### config.mk
export PLATFORM = sky130hd
export DESIGN_NAME = fir_merged_matrix
export DESIGN_NICKNAME = d
export VERILOG_FILES = /design/src/rtl/fir_mm_pkg.sv /design/src/rtl/fir_mm_ctrl.sv /design/src/rtl/fir_mm_datapath.sv /design/src/rtl/fir_merged_matrix.sv
export SDC_FILE = /design/constraint.sdc
export NUM_CORES = 1
export LEC_CHECK = 0
export BUFFER_PORTS_ARGS = -buffer_cell sky130_fd_sc_hd__buf_2
export CORE_MARGIN = 10
export CORE_UTILIZATION = 45
export CTS_BUF_LIST = sky130_fd_sc_hd__clkbuf_2
export DETAILED_ROUTE_END_ITERATION = 7
export HOLD_SLACK_MARGIN = 0.1
export PLACE_DENSITY = 0.61
export SLEW_MARGIN = 40
export SYNTH_ARGS = -nofsm -noshare
export SYNTH_HDL_FRONTEND = slang
export SYNTH_SLANG_ARGS = --single-unit
### constraint.sdc
create_clock -name clk -period 16.5 [get_ports clk]
set_input_delay 1.65 -clock clk [delete_from_list [all_inputs] [get_ports clk]]
set_output_delay 1.65 -clock clk [all_outputs]
set_load 0.03 [all_outputs]
### src/rtl/fir_mm_pkg.sv
package fir_mm_pkg;

  typedef struct packed {
    logic shiftEn;
    logic captureEn;
  } firStrobe_t;

  // Returns (shift*2 + negative) for the idx-th nonzero term of the cheaper
  // recoding of coefficient c (width cw), or -1 when there is no such term.
  function automatic int termCode(int c, int cw, int idx);
    int csdT[64];
    int bthT[64];
    int nc;
    int nb;
    int x;
    int d;
    int mag;
    int b0;
    int b1;
    int b2;
    nc = 0;
    nb = 0;
    x = c;
    for (int i = 0; i <= cw + 1; i++) begin
      if ((x & 1) != 0) begin
        d = ((x & 3) == 1) ? 1 : -1;
        csdT[nc] = i * 2 + ((d < 0) ? 1 : 0);
        nc++;
        x = x - d;
      end
      x = x >>> 1;
    end
    for (int i = 0; i < cw; i += 2) begin
      b0 = (i == 0) ? 0 : ((c >>> (i - 1)) & 1);
      b1 = (c >>> i) & 1;
      b2 = (c >>> (i + 1)) & 1;
      d = b1 + b0 - 2 * b2;
      if (d != 0) begin
        mag = (d < 0) ? -d : d;
        bthT[nb] = (i + ((mag == 2) ? 1 : 0)) * 2 + ((d < 0) ? 1 : 0);
        nb++;
      end
    end
    if (nb <= nc) return (idx < nb) ? bthT[idx] : -1;
    return (idx < nc) ? csdT[idx] : -1;
  endfunction

endpackage

### src/rtl/fir_mm_ctrl.sv
module fir_mm_ctrl
  import fir_mm_pkg::*;
(
  input  logic       clk,
  input  logic       rstN,
  input  logic       inValid,
  output firStrobe_t strobe,
  output logic       outValid
);

  always_comb begin
    strobe.shiftEn   = inValid;
    strobe.captureEn = inValid;
  end

  always_ff @(posedge clk or negedge rstN) begin
    if (!rstN) outValid <= 1'b0;
    else       outValid <= inValid;
  end

  p_latency_r2: assert property (@(posedge clk) disable iff (!rstN)
    inValid |=> outValid);
  p_idle_r2: assert property (@(posedge clk) disable iff (!rstN)
    !inValid |=> !outValid);

endmodule

### src/rtl/fir_mm_datapath.sv
module fir_mm_datapath
  import fir_mm_pkg::*;
#(
  parameter int DATA_W = 12,
  parameter int COEF_W = 10,
  parameter int OUT_W  = 12,
  parameter int ORDER  = 4,
  parameter int COEF_HALF [ORDER/2+1] = '{-23, 87, 301}
) (
  input  logic                     clk,
  input  logic                     rstN,
  input  firStrobe_t               strobe,
  input  logic signed [DATA_W-1:0] inData,
  output logic        [OUT_W-1:0]  outData
);

  localparam int HALF   = ORDER / 2 + 1;
  localparam int PW     = DATA_W + 1;
  localparam int FW     = DATA_W + COEF_W + $clog2(ORDER + 1);
  localparam int K      = FW - OUT_W;
  localparam int NDIG   = (COEF_W + 1) / 2;
  localparam int NDATA  = HALF * NDIG;
  localparam int NROW   = NDATA + 1;
  localparam int GUARD  = $clog2(NDATA) + 1;
  localparam int CUT    = (K > GUARD) ? K - GUARD : 0;
  localparam logic [FW-1:0] ONE  = FW'(1);
  localparam logic [FW-1:0] KEEP = ~((ONE << CUT) - ONE);
  localparam logic [FW-1:0] HALF_ULP = ONE << (K - 1);

  logic signed [DATA_W-1:0] dly  [ORDER];
  logic signed [DATA_W-1:0] taps [ORDER+1];
  logic signed [PW-1:0]     pre  [HALF];
  logic [FW-1:0]            mat  [NROW];
  logic [FW-1:0]            tBias [NDATA];
  logic [FW-1:0]            cur  [NROW];
  logic [FW-1:0]            nxt  [NROW];
  logic [FW-1:0]            sumA, sumB, total, matTotal;

  // Delay line: taps[0] is the sample being accepted this cycle.
  assign taps[0] = inData;
  for (genvar i = 0; i < ORDER; i++) begin : g_tap
    assign taps[i+1] = dly[i];
    always_ff @(posedge clk or negedge rstN) begin
      if (!rstN)               dly[i] <= '0;
      else if (strobe.shiftEn) dly[i] <= taps[i];
    end
  end

  // Fold mirrored taps; centre tap stands alone.
  for (genvar j = 0; j < HALF; j++) begin : g_pre
    if (j < ORDER / 2) begin : g_pair
      assign pre[j] = PW'(taps[j]) + PW'(taps[ORDER-j]);
    end else begin : g_mid
      assign pre[j] = PW'(taps[j]);
    end
  end

  // One matrix row per nonzero recoded digit.
  for (genvar j = 0; j < HALF; j++) begin : g_coef
    for (genvar t = 0; t < NDIG; t++) begin : g_term
      localparam int CODE = termCode(COEF_HALF[j], COEF_W, t);
      if (CODE >= 0) begin : g_on
        localparam int SH = CODE / 2;
        localparam bit NEG = (CODE % 2) != 0;
        logic [PW-1:0] body;
        assign body = NEG ? {pre[j][PW-1], ~pre[j][PW-2:0]}
                          : {~pre[j][PW-1], pre[j][PW-2:0]};
        assign mat[j*NDIG+t]   = ({{(FW-PW){1'b0}}, body} << SH) & KEEP;
        assign tBias[j*NDIG+t] = (NEG ? (ONE << SH) : '0) - (ONE << (PW - 1 + SH));
      end else begin : g_off
        assign mat[j*NDIG+t]   = '0;
        assign tBias[j*NDIG+t] = '0;
      end
    end
  end

  // Bias row: folded sign constants plus the rounding half-unit.
  always_comb begin
    mat[NROW-1] = HALF_ULP;
    for (int r = 0; r < NDATA; r++) mat[NROW-1] = mat[NROW-1] + tBias[r];
  end

  // Carry-save reduction to two rows.
  always_comb begin
    int n;
    int m;
    cur = mat;
    nxt = cur;
    n = NROW;
    for (int lv = 0; lv < NROW; lv++) begin
      if (n > 2) begin
        nxt = '{default: '0};
        m = 0;
        for (int g = 0; g < NROW; g += 3) begin
          if (g + 2 < n) begin
            nxt[m]   = cur[g] ^ cur[g+1] ^ cur[g+2];
            nxt[m+1] = ((cur[g] & cur[g+1]) | (cur[g] & cur[g+2]) |
                        (cur[g+1] & cur[g+2])) << 1;
            m = m + 2;
          end else if (g < n) begin
            nxt[m] = cur[g];
            m = m + 1;
            if (g + 1 < n) begin
              nxt[m] = cur[g+1];
              m = m + 1;
            end
          end
        end
        cur = nxt;
        n = m;
      end
    end
    sumA = cur[0];
    sumB = cur[1];
  end

  assign total = sumA + sumB;

  always_ff @(posedge clk or negedge rstN) begin
    if (!rstN)                 outData <= '0;
    else if (strobe.captureEn) outData <= total[FW-1:K];
  end

  // Reference sum of the uncompressed matrix, used only by the checks below.
  always_comb begin
    matTotal = '0;
    for (int r = 0; r < NROW; r++) matTotal = matTotal + mat[r];
  end

  p_csa_sum_r4: assert property (@(posedge clk) disable iff (!rstN)
    total == matTotal);
  p_shift_r3: assert property (@(posedge clk) disable iff (!rstN)
    strobe.shiftEn |=> dly[0] == $past(inData));
  p_gap_r3: assert property (@(posedge clk) disable iff (!rstN)
    !strobe.shiftEn |=> $stable(dly[ORDER-1]));
  p_hold_r6: assert property (@(posedge clk) disable iff (!rstN)
    !strobe.captureEn |=> $stable(outData));

endmodule

### src/rtl/fir_merged_matrix.sv
module fir_merged_matrix
  import fir_mm_pkg::*;
#(
  parameter int DATA_W = 12,
  parameter int COEF_W = 10,
  parameter int OUT_W  = 12,
  parameter int ORDER  = 4,
  parameter int COEF_HALF [ORDER/2+1] = '{-23, 87, 301}
) (
  input  logic              clk,
  input  logic              rstN,
  input  logic              inValid,
  input  logic [DATA_W-1:0] inData,
  output logic              outValid,
  output logic [OUT_W-1:0]  outData
);

  firStrobe_t strobe;

  fir_mm_ctrl u_ctrl (
    .clk      (clk),
    .rstN     (rstN),
    .inValid  (inValid),
    .strobe   (strobe),
    .outValid (outValid)
  );

  fir_mm_datapath #(
    .DATA_W    (DATA_W),
    .COEF_W    (COEF_W),
    .OUT_W     (OUT_W),
    .ORDER     (ORDER),
    .COEF_HALF (COEF_HALF)
  ) u_dp (
    .clk     (clk),
    .rstN    (rstN),
    .strobe  (strobe),
    .inData  ($signed(inData)),
    .outData (outData)
  );

endmodule

# Yosys cells after proc, flatten, opt, wreduce, memory -nomap -nowiden
# Index checks and enable logic that the tools add are counted.
[classes] addsub=3 bitwise=85
[op_table] operator="$or A24 B24 Y24" n=19
[op_table] operator="$and A24 B24 Y24" n=17
[op_table] operator="$xor A25 B25 Y25" n=13
[op_table] operator="$and A24 B13 Y24" n=2
[op_table] operator="$not A12 Y12" n=4
[op_table] operator="$and A17 B19 Y19" n=2
[op_table] operator="$xor A17 B19 Y19" n=2
[op_table] operator="$and A16 B17 Y17" n=2
[op_table] operator="$xor A16 B17 Y17" n=2
[op_table] operator="$add A12 B12 Y13" n=2
[op_table] operator="$add A25 B25 Y25" n=1
[op_table] operator="$xor A19 B25 Y25" n=1
[op_table] operator="$xor A25 B13 Y25" n=1
[op_table] operator="$xor A25 B21 Y25" n=1
[op_table] operator="$and A16 B24 Y24" n=1
[op_table] operator="$and A19 B24 Y24" n=1
[op_table] operator="$or A24 B17 Y24" n=1
[op_table] operator="$or A24 B19 Y24" n=1
[op_table] operator="$or A24 B21 Y24" n=1
[op_table] operator="$and A15 B21 Y21" n=1
[op_table] operator="$and A17 B21 Y21" n=1
[op_table] operator="$and A19 B21 Y21" n=1
[op_table] operator="$xor A19 B21 Y21" n=1
[op_table] operator="$and A16 B19 Y19" n=1
[op_table] operator="7 further kinds" n=9
[totals] regBits=61 inputBits=15 elab_cells=94 out_inout_bits=13

# Depth between registers and ports, before layout
[depth] depth_word=21 depth_mapped=25 mapped_depth_nobuf=25

# Cells and area by module
# From an unflattened synthesis, not the netlist that was laid out.
[hier_totals] cells_unflattened=559 hier_area_um2=6062.1
[by_module_without_submodules] module="fir_mm_datapath" seq_area_each_um2=1501.4 instances=1 cells_per_inst=556 area_each_um2=6022.0
[by_module_without_submodules] module="fir_mm_ctrl" seq_area_each_um2=25.0 instances=1 cells_per_inst=3 area_each_um2=40.0

# Worst setup path before layout
# OpenSTA, ideal clock, no wires.
[synth_path] kind="input-to-reg" startpoint="in inData[5]" endpoint="reg u_dp.outData[8]" path_stages=20 path_buffers=0 setup_slack_ns=9.088 required_time_ns=16.418 setup_time_ns=0.082 arrival_ns=7.330 path_cell_list="ha_1 > a211oi_1 > o21bai_1 > a2111oi_1 > nand2_1 > ha_1 > xnor2_1 > fa_1 > fa_1 > fa_1 > fa_1 > fa_1 > inv_1 > ha_1 > a21o_1 > a21o_1 > a31oi_4 > nor3_1 > or4_1 > a31oi_1"
[synth_between] elab_chain_len=21 word_cells_on_any_way=46 cone_classes="add/sub (2); bitwise (44)"
[synth_lines] item="start, declared" line="fir_merged_matrix.sv:13" text="input logic [DATA_W-1:0] inData,"
[synth_lines] item="$add A12 B12 Y13 (*)" line="fir_mm_datapath.sv:52" text="assign pre[j] = PW'(taps[j]) + PW'(taps[ORDER-j]);"
[synth_lines] item="$not A12 Y12 or $not A1 Y1 (tied branches)"
[synth_lines] item="$and A13 B16 Y16 or $and A13 B17 Y17 (tied branches)" line="fir_mm_datapath.sv:97" text="nxt[m+1] = ((cur[g] & cur[g+1]) | (cur[g] & cur[g+2]) |"
[synth_lines] item="$or A24 B24 Y24" line="fir_mm_datapath.sv:97"
[synth_lines] item="$or A24 B17 Y24" line="fir_mm_datapath.sv:97"
[synth_lines] item="$and A24 B24 Y24" line="fir_mm_datapath.sv:97"
[synth_lines] item="$or A24 B24 Y24 (2 in series)" line="fir_mm_datapath.sv:97"
[synth_lines] item="$and A24 B24 Y24" line="fir_mm_datapath.sv:97"
[synth_lines] item="$or A24 B24 Y24 (2 in series)" line="fir_mm_datapath.sv:97"
[synth_lines] item="$and A24 B24 Y24" line="fir_mm_datapath.sv:97"
[synth_lines] item="$or A24 B24 Y24 (2 in series)" line="fir_mm_datapath.sv:97"
[synth_lines] item="$and A24 B24 Y24" line="fir_mm_datapath.sv:97"
[synth_lines] item="$or A24 B24 Y24 (2 in series)" line="fir_mm_datapath.sv:97"
[synth_lines] item="$and A24 B24 Y24" line="fir_mm_datapath.sv:97"
[synth_lines] item="$or A24 B24 Y24 (2 in series)" line="fir_mm_datapath.sv:97"
[synth_lines] item="$add A25 B25 Y25 (*)" line="fir_mm_datapath.sv:117" text="assign total = sumA + sumB;"
[synth_lines] item="end signal, assigned" line="fir_mm_datapath.sv:121" text="else if (strobe.captureEn) outData <= total[FW-1:K];"
[synth_lines] item="end, declared" line="fir_mm_datapath.sv:14" text="output logic [OUT_W-1:0] outData"
# Every way passes the cells marked *; elsewhere a longest branch is shown, timed or not.
# A chain may end at the register's enable or synchronous reset.

# Worst setup path after layout
# Ends and elaborated chain as after synthesis.

==> results.sh <==
export IMPL_wirelength_um=12600
export IMPL_fin_tns_setup_ps=0
export IMPL_clkLatencyLatePin_ps=550
export IMPL_unrepaired_setup_endpoints_after_global_routing="false"
export IMPL_cp_max_fo=6
export IMPL_timing_final_crit_share=0.452
export IMPL_timing_critical_path_mode_cell="fa_1"
export IMPL_yosys_warnings=0
export IMPL_worst_setup_hold_path_clk_slew_ps=200
export IMPL_grt_overflow=0
export IMPL_tritoncts_num_sinks=61
export IMPL_synth_distinct_cells=56
export IMPL_holdCritPathClass="flip-flop to flip-flop"
export IMPL_report_final_hold_viol_count=0
export IMPL_wl_per_cell_um=15.9
export IMPL_clock_tree_root_cell="clkbuf_2"
export IMPL_multi_input_area_um2=4180
export IMPL_core_rowCount=42
export IMPL_avgSynthCellArea_um2=10.7
export IMPL_max_slew_margin=0.599
export IMPL_grt_usage=0.143
export IMPL_post_synthesis_cell_type_with_the_largest_combined_area="dfrtp_1"
export IMPL_post_cts_setup_buffers=0
export IMPL_top_reg_cell_synth="dfrtp_1"
export IMPL_ys_seq_area_frac=0.246
export IMPL_io_pin_count=28
export IMPL_setup_worst_path_end_class="flip-flop"
export IMPL_postSynthRegisterBits=61
export IMPL_synthArstFlopShare=1.00
export IMPL_synth_top_cell_area_share=0.246
export IMPL_required_worst_endpoint_ps=17000
export IMPL_die_height_um=137
export IMPL_netlist_area_um2=6210
export IMPL_synthesis_nets=744
export IMPL_post_layout_net_count=773
export IMPL_clock_tree_buffer_depth=2
export IMPL_endpoints_failing_setup=0
export IMPL_detailedRoute_firstIterationViolations=168
export IMPL_antenna_violations_before_repair=1
export IMPL_worst_clock_skew_ps=31.9
export IMPL_dieWidth_um=137
export IMPL_netlist_top_cells_area="dfrtp_1 (25%), fa_1 (23%), ha_1 (15%), inv_1 (7.4%), mux2_2 (7.4%)"
export IMPL_nFillCells=1218
export IMPL_number_of_flops_mapped_to_enable_cells_by_yosys=0
export IMPL_class_of_the_most_critical_setup_path="input port to flip-flop"
export IMPL_cts_tree="built"
export IMPL_dp_hpwl_um=10200
export IMPL_worstMarginPinSlew_ps=601
export IMPL_numCtsBuffers=9
export IMPL_post_cts_resize_count=0
export IMPL_path_delay_family="adder cells"
export IMPL_start_kind="input port"
export IMPL_max_cap_viol_count=0
export IMPL_hold_buffers=0
export IMPL_core_area_um2=13400
export IMPL_floorplan_initialDensity=0.464
export IMPL_grt_pass1_wl_um=20900
export IMPL_cp_slowest_stage_delay_ps=550
export IMPL_finalWeightedCongestion=0.838
export IMPL_h_tree_depth=3
export IMPL_area_sequential_um2=1530
export IMPL_post_route_cells_drive_above_1_share=0.161
export IMPL_drt_pass1_iter_count=4
export IMPL_slowest_stage_cell_cp="a2111oi_1"
export IMPL_maxSlewViolCount=0
export IMPL_number_of_global_route_vias_before_repair=4173
export IMPL_maximum_number_of_pins_on_one_net_before_global_route_repair=73
export IMPL_synthToLayoutAreaGrowth_pct=7.49
export IMPL_post_synth_inst_count=582
export IMPL_drc=0
export IMPL_worstPathArrival_ps=7970
export IMPL_via_per_inst=5.11
export IMPL_layout_min_cycle_time_ps=7460
export IMPL_run_status="complete, no violations"
export IMPL_count_of_buffer_and_inverter_cells_on_the_critical_path=2
export IMPL_cp_cell_sequence="buf_2 -> ha_1 -> a211oi_1 -> o21bai_1 -> a2111oi_1 -> nand2_1 -> ha_1 -> xnor2_1 -> fa_1 -> fa_1 -> fa_1 -> fa_1 -> fa_1 -> inv_1 -> ha_1 -> a21o_1 -> a21o_1 -> a31oi_4 -> nor3_1 -> or4_1 -> a31oi_1"
export IMPL_port_buffer_count=27
export IMPL_achievable_frequency_ghz=0.134
export IMPL_dr_total_vias=4051
export IMPL_postRouteAntennaNets=0
export IMPL_design_die_area_um2=18900
==> through the flow <==
stage	utilization	area, um^2	hold WS, ps	std cells	worst slack, ps
final	0.498	6680	508	792	9040
after global placement	0.488	6540	465	776	8630
after detailed placement	0.488	6540	472	776	8490
after floorplan	-	6210	467	582	9090
after global routing	0.498	6680	522	792	8870
after CTS	0.498	6670	512	791	9120
==> cell usage after synthesis (2+ instances only) <==
cell and number:
a31oi_1 5, ha_1 76, nand3b_1 2, nor3_1 4
maj3_1 2, o21a_1 2, or3_1 4, a21oi_1 14
clkbuf_1 10, nand3_1 5, dfrtp_1 61, a31oi_4 2
nand4_1 6, nand2_1 23, a21o_1 7, o2111ai_1 2
o21ai_0 20, a211oi_1 4, nand2b_1 2, o31a_1 2
nor3b_1 2, nor2b_1 6, or4_1 3, fa_1 71
or2_2 3, o21bai_1 3, xnor2_1 21, mux2_2 41
o31ai_1 2, xor2_1 9, nor2_1 18, o2bb2ai_1 4
inv_1 123
==> per-layer routing <==
metal / up-vias / global-route usage / part of all wire
met4: 0 / 0.0568 / 0.018
met1: 2036 / 0.178 / 0.44
met5: - / 0 / 0
met3: 11 / 0.0218 / 0.025
met2: 47 / 0.243 / 0.52
li1: 1957 / - / -
==> kinds of logic after synthesis <==
group	Yosys count	share of synthesized area
fa+ha+maj	150	0.387
buf+inv	135	0.0816
simple gates	82	0.0669
compound gates	81	0.0971
flops	61	0.246
mux	41	0.0743
xor+xnor	32	0.0475
==> flip-flops by register name, summed over array words and instances, names as in the netlist <==
register         flops
u_dp.outData        12
u_ctrl.outValid      1
u_dp.dly            48
==> worst paths after layout <==
path / start / end / slack, ps / cells past startpoint
worst min register to register: u_dp.outData[4]$_DFFE_PN0P_ / u_dp.outData[4]$_DFFE_PN0P_ / 510 / 2
worst max register to register: u_dp.dly[13]$_DFFE_PN0P_ / u_dp.outData[8]$_DFFE_PN0P_ / 9550 / 21
worst max-delay path: inData[5] / u_dp.outData[8]$_DFFE_PN0P_ / 9040 / 21
worst min-delay path: u_dp.outData[4]$_DFFE_PN0P_ / u_dp.outData[4]$_DFFE_PN0P_ / 510 / 2
min in group asynchronous: rstN / u_ctrl.outValid$_DFF_PN0_ / 1140 / 2
max in group asynchronous: rstN / u_dp.dly[46]$_DFFE_PN0P_ / 14920 / 2
==> cells in the final DEF (no fill, tap or decap), types with 3 or more instances in the layout <==
| master | count |
|---|---|
| o21bai_1 | 3 |
| or4_1 | 3 |
| ha_1 | 76 |
| nor2_1 | 18 |
| clkbuf_2 | 10 |
| nor3_1 | 4 |
| inv_1 | 123 |
| o2bb2ai_1 | 4 |
| nor2b_1 | 6 |
| or3_1 | 4 |
| dfrtp_1 | 61 |
| mux2_2 | 41 |
| buf_2 | 27 |
| nand2_1 | 23 |
| nand3_1 | 5 |
| nand4_1 | 6 |
| a211oi_1 | 4 |
| a21oi_1 | 14 |
| a21o_1 | 7 |
| a31oi_1 | 5 |
| or2_2 | 3 |
| fa_1 | 71 |
| xnor2_1 | 21 |
| o21ai_0 | 20 |
| xor2_1 | 9 |
==> cell type report <==
class	instances	area share
multi-input cells	386	0.626
flip-flops and latches	61	0.229
inverters	124	0.0697
well taps	176	0.0330
repair buffers	29	0.0236
clock inverters	5	0.0114
clock buffers	10	0.00749
diodes	1	0.000375
==> tightest hold or removal path, delay by kind of cell (launching register included) <==
| family | cells | cell delay [ps] |
|---|---|---|
| DFF | 1 | 380 |
| and+or+nand+nor | 2 | 110 |
Power is left out: the tool's default activity adds up to more than one toggle a clock period on the data nets, which glitch-free logic cannot reach.
